`src/rtl/bp_mst_ctrl.sv`:
```
module bp_mst_ctrl #(
  parameter int NS = 2,
  parameter int IW = 4
) (
  input  logic          clk,
  input  logic          rst_n,
  input  logic          bar_acc,
  input  logic          bar_strong,
  input  logic [IW-1:0] bar_id,
  input  logic [NS-1:0] ans,
  output logic [NS-1:0] wait_mask,
  output logic          bresp_valid,
  output logic [IW-1:0] bresp_id
);
  logic [NS-1:0] mask_q, mask_d, left;
  logic          strong_q, strong_d;
  logic          resp_q, resp_d;
  logic [IW-1:0] id_q, id_d;

  assign left = mask_q & ~ans;

  always_comb begin
    mask_d   = bar_acc ? {NS{1'b1}} : left;
    strong_d = bar_acc ? bar_strong : ((left == '0) ? 1'b0 : strong_q);
    id_d     = bar_acc ? bar_id : id_q;
    resp_d   = (bar_acc && !bar_strong) ||
               (strong_q && (mask_q != '0) && (left == '0));
  end

  always_ff @(posedge clk or negedge rst_n) begin
    if (!rst_n) begin
      mask_q   <= '0;
      strong_q <= 1'b0;
      resp_q   <= 1'b0;
      id_q     <= '0;
    end else begin
      mask_q   <= mask_d;
      strong_q <= strong_d;
      resp_q   <= resp_d;
      if (bar_acc) id_q <= id_d;
    end
  end

  assign wait_mask   = mask_q;
  assign bresp_valid = resp_q;
  assign bresp_id    = id_q;
endmodule

```
`config.mk`:
```
export PLATFORM = sky130hd
export DESIGN_NAME = bp_mst_ctrl
export DESIGN_NICKNAME = d
export VERILOG_FILES = /design/src/rtl/bp_mst_ctrl.sv
export SDC_FILE = /design/constraint.sdc
export NUM_CORES = 1
export LEC_CHECK = 0
export BUFFER_PORTS_ARGS = -buffer_cell sky130_fd_sc_hd__buf_2
export CORE_AREA = 2 2 39 41
export DETAILED_ROUTE_END_ITERATION = 16
export DIE_AREA = 0 0 41 43
export PLACE_DENSITY = 0.55
export SLEW_MARGIN = 20
export SYNTH_ARGS = -nofsm -noshare
export SYNTH_HDL_FRONTEND = slang
export SYNTH_SLANG_ARGS = --single-unit
```
`constraint.sdc`:
```
create_clock -name clk -period 1.75 [get_ports clk]
set_clock_uncertainty 0.15 [all_clocks]
set_input_delay 0.2625 -clock clk [delete_from_list [all_inputs] [get_ports clk]]
set_output_delay 0.2625 -clock clk [all_outputs]
set_load 0.02 [all_outputs]
```
==> Implementation_results.wiki <==
{| class="wikitable"
! Metric !! Value
|-
| Worst hold path class || in -> reg
|-
| Number of register bits inferred by synthesis || 8
|-
| Register area share after synthesis || 66.7%
|-
| Final routed wirelength across all metal layers || between 600 and 700 µm
|-
| Total negative setup slack || 0 ns
|-
| Kind of end point of the critical path || output pin
|-
| Outcome || finished, final reports clean
|-
| PostCTS Resize Cnt || 0
|-
| Placement Rows || 14
|-
| Maximum cell stage delay along the critical path || 0.39 ns
|-
| Length of the first detailed-routing pass in iterations || 1
|-
| Depth of the CTS H-tree || 1
|-
| Die width || 41 µm
|-
| Highest-count cells in the layout ignoring fill and taps || 16 x sky130_fd_sc_hd__buf_2, 8 x sky130_fd_sc_hd__dfrtp_1, 4 x sky130_fd_sc_hd__mux2_2
|-
| Post-route non-filler standard cell count || a little under 60
|-
| Die Area || 0.00176 mm²
|-
| Diode insertion count for antenna repair || 0
|-
| Measured slew at the worst slew-check pin || 0.195 ns
|-
| Placeable core area || 0.00138 mm²
|-
| Number of fill cells || 151
|-
| Cell count after synthesis || 22
|-
| Number of antenna violations at the first check in global routing || 0
|-
| Upper clock frequency limit || 0.815 GHz
|-
| Category of cells accounting for the largest share of critical-path delay || flip-flops
|-
| Num CTS Buffers || 3
|-
| Post-route minimum period || between 1 and 1.5 ns
|-
| Sort of element at the start of the critical path || flip-flop
|-
| Iter 0 DRT Violations || 0
|-
| Total internal power || 0.312 mW
|-
| Critical-path cell with the highest stage delay || sky130_fd_sc_hd__dfrtp_1
|-
| Final #Nets || 54
|-
| Starting density of the core || a little over a fifth
|-
| Remaining global-route overflow || 0
|-
| Clock network fraction of design power || 33.9%
|-
| Sink count of the clock tree || 8
|-
| Combinational cell fraction of total power || between 15 and 20%
|-
| Clock-pin slew on the worst setup and hold paths || 0.06 ns
|-
| Routed length per instance || approximately 12 µm
|-
| CTS max path bufs || 2
|-
| Crit-path cells || buf_2
|-
| Maximum fanout along the worst path || 3
|-
| Post-synthesis average cell area || 13.6 µm²
|-
| Placed wire-length estimate || ~500 µm
|-
| Setup slack after layout || 0.523 ns
|-
| TritonCTS clock tree || built
|-
| Synth warnings || 0
|-
| Switching power share of the total || between 20 and 30%
|-
| Global-route wire length before repair || 1030 µm
|-
| Proportion of layout cells with a drive suffix above 1 || 57.1%
|-
| Crit path buf inv count || 1
|-
| Vias after detailed routing || 244
|-
| Relative max-transition margin || 87.0%
|-
| Required time at the worst-slack endpoint || ~1.3 ns
|-
| Reg area || 200 µm²
|-
| Most common cell after layout, fill and taps aside || sky130_fd_sc_hd__buf_2
|-
| I/O Pins || 17
|-
| Register share of total power || 49.0%
|-
| Start-to-end type of the worst setup path || reg -> out
|-
| Final Hold Vio Count || 0
|-
| Clock tree root buffer cell || sky130_fd_sc_hd__clkbuf_4
|-
| Final Slew Violations || 0
|-
| Overall die height || 43 µm
|-
| Total track usage || 9.81%
|-
| WP data arrival || 0.81 ns
|-
| Cell count after placement || 54
|-
| RSZ-0062 raised after global routing || false
|-
| Max_cap viols || 0
|-
| Hold-fix buffers, CTS || 1
|-
| Post-detailed-route DRC marker count || 0
|-
| Routed via count divided by cell count || 4.21
|-
| IR Drop Worst-Case VDD || 0.353 mV
|-
| Count of antenna-violating nets left after detailed routing || 0
|-
| Pre-CTS worst setup slack || ~0.7 ns
|-
| Final setup violating endpoints || 0
|-
| Area grow syn2layout || 44.2%
|-
| Post-synthesis instance area || roughly 300 µm²
|-
| Switching Power || 0.115 mW
|-
| Skew-Pair Late Insertion Delay || about 0.26 ns
|-
| Vias in the first global route || 258
|-
| Count of buffers added by post-CTS timing repair for setup || 0
|-
| Routability-driven placement congestion ratio || 0.617
|-
| Net count after synthesis || 32
|-
| Area of the multi-input gates || 96.3 µm²
|-
| Fin crit share || ~70%
|-
| Library cells used by synthesis || 9
|-
| Leakage power summed over all cells || 0.218 nW
|-
| Number of I/O port buffers || 16
|-
| Power Dens Cells || 987 mW/mm²
|-
| Maximum number of pins on one net before global-route repair || 9
|}
through the flow:
stage	cell area, µm²	power, mW	hold slack, ns	util, %
floorplan	300	0.251	-0.183	-
global placement	400	0.285	-0.0346	28.9
detailed placement	400	0.285	-0.0332	28.9
CTS	433	0.440	0.0515	31.3
global route	433	0.452	0.0707	31.3
finish	433	0.427	0.0618	31.3
path summary, 6_finish.rpt:
kind	startpoint	cells after the start	endpoint	slack (ns)
setup / recovery	wait_mask[0]	1	wait_mask[0]	0.52
hold / removal	bar_strong	2	bresp_valid	0.06
setup reg to reg	wait_mask[0]	3	strong_q	0.72
hold reg to reg	bresp_id[3]	1	bresp_id[3]	0.36
max in group asynchronous	rst_n	2	bresp_id[2]	1.05
min in group asynchronous	rst_n	2	wait_mask[0]	0.23
flip-flops by register name (all words and copies together) (netlist names):
name / flops
bresp_id: 4
wait_mask: 2
bresp_valid: 1
strong_q: 1
power groups by stage:
stage               sequential [mW]  combinational, mW  clock [mW]
floorplan                     0.231             0.0203           0
global placement              0.213             0.0720           0
detailed placement            0.213             0.0721           0
CTS                           0.210             0.0743       0.156
global route                  0.212             0.0799       0.161
finish                        0.209             0.0729       0.145
area by class of cell:
class,instances,share of cell area (%)
multi-input combinational,13,22.3
inverter,1,0.867
tap,16,4.62
timing repair buffer,17,20.8
sequential,8,46.2
clock buffer,3,5.20
synth_stat cells (all sizes together):
library cell	n	share of area, %
o22ai	1	2.1
inv	1	1.2
o21ai	1	1.7
mux2	4	15
a31o	1	2.9
and2	1	2.5
dfrtp	8	67
nand2b	2	4.2
nand2	3	3.7
logic make-up (layout without fill, tap and decap cells):
| family | count (synthesis) | after routing | share of synthesized area, % |
|---|---|---|---|
| compound gates | 3 | 3 | 6.67 |
| buf+inv | 1 | 21 | 1.25 |
| flops | 8 | 8 | 66.7 |
| mux | 4 | 4 | 15.0 |
| simple gates | 6 | 6 | 10.4 |
per-layer routing:
metal  GRT usage, %  wire length, µm  up-vias
met5              0                0        -
met4           6.00               10        0
met3           8.38               99        2
met2           14.1              287       19
met1           8.88              273      109
li1               -                -      114
(Power assumes the default switching activity.)
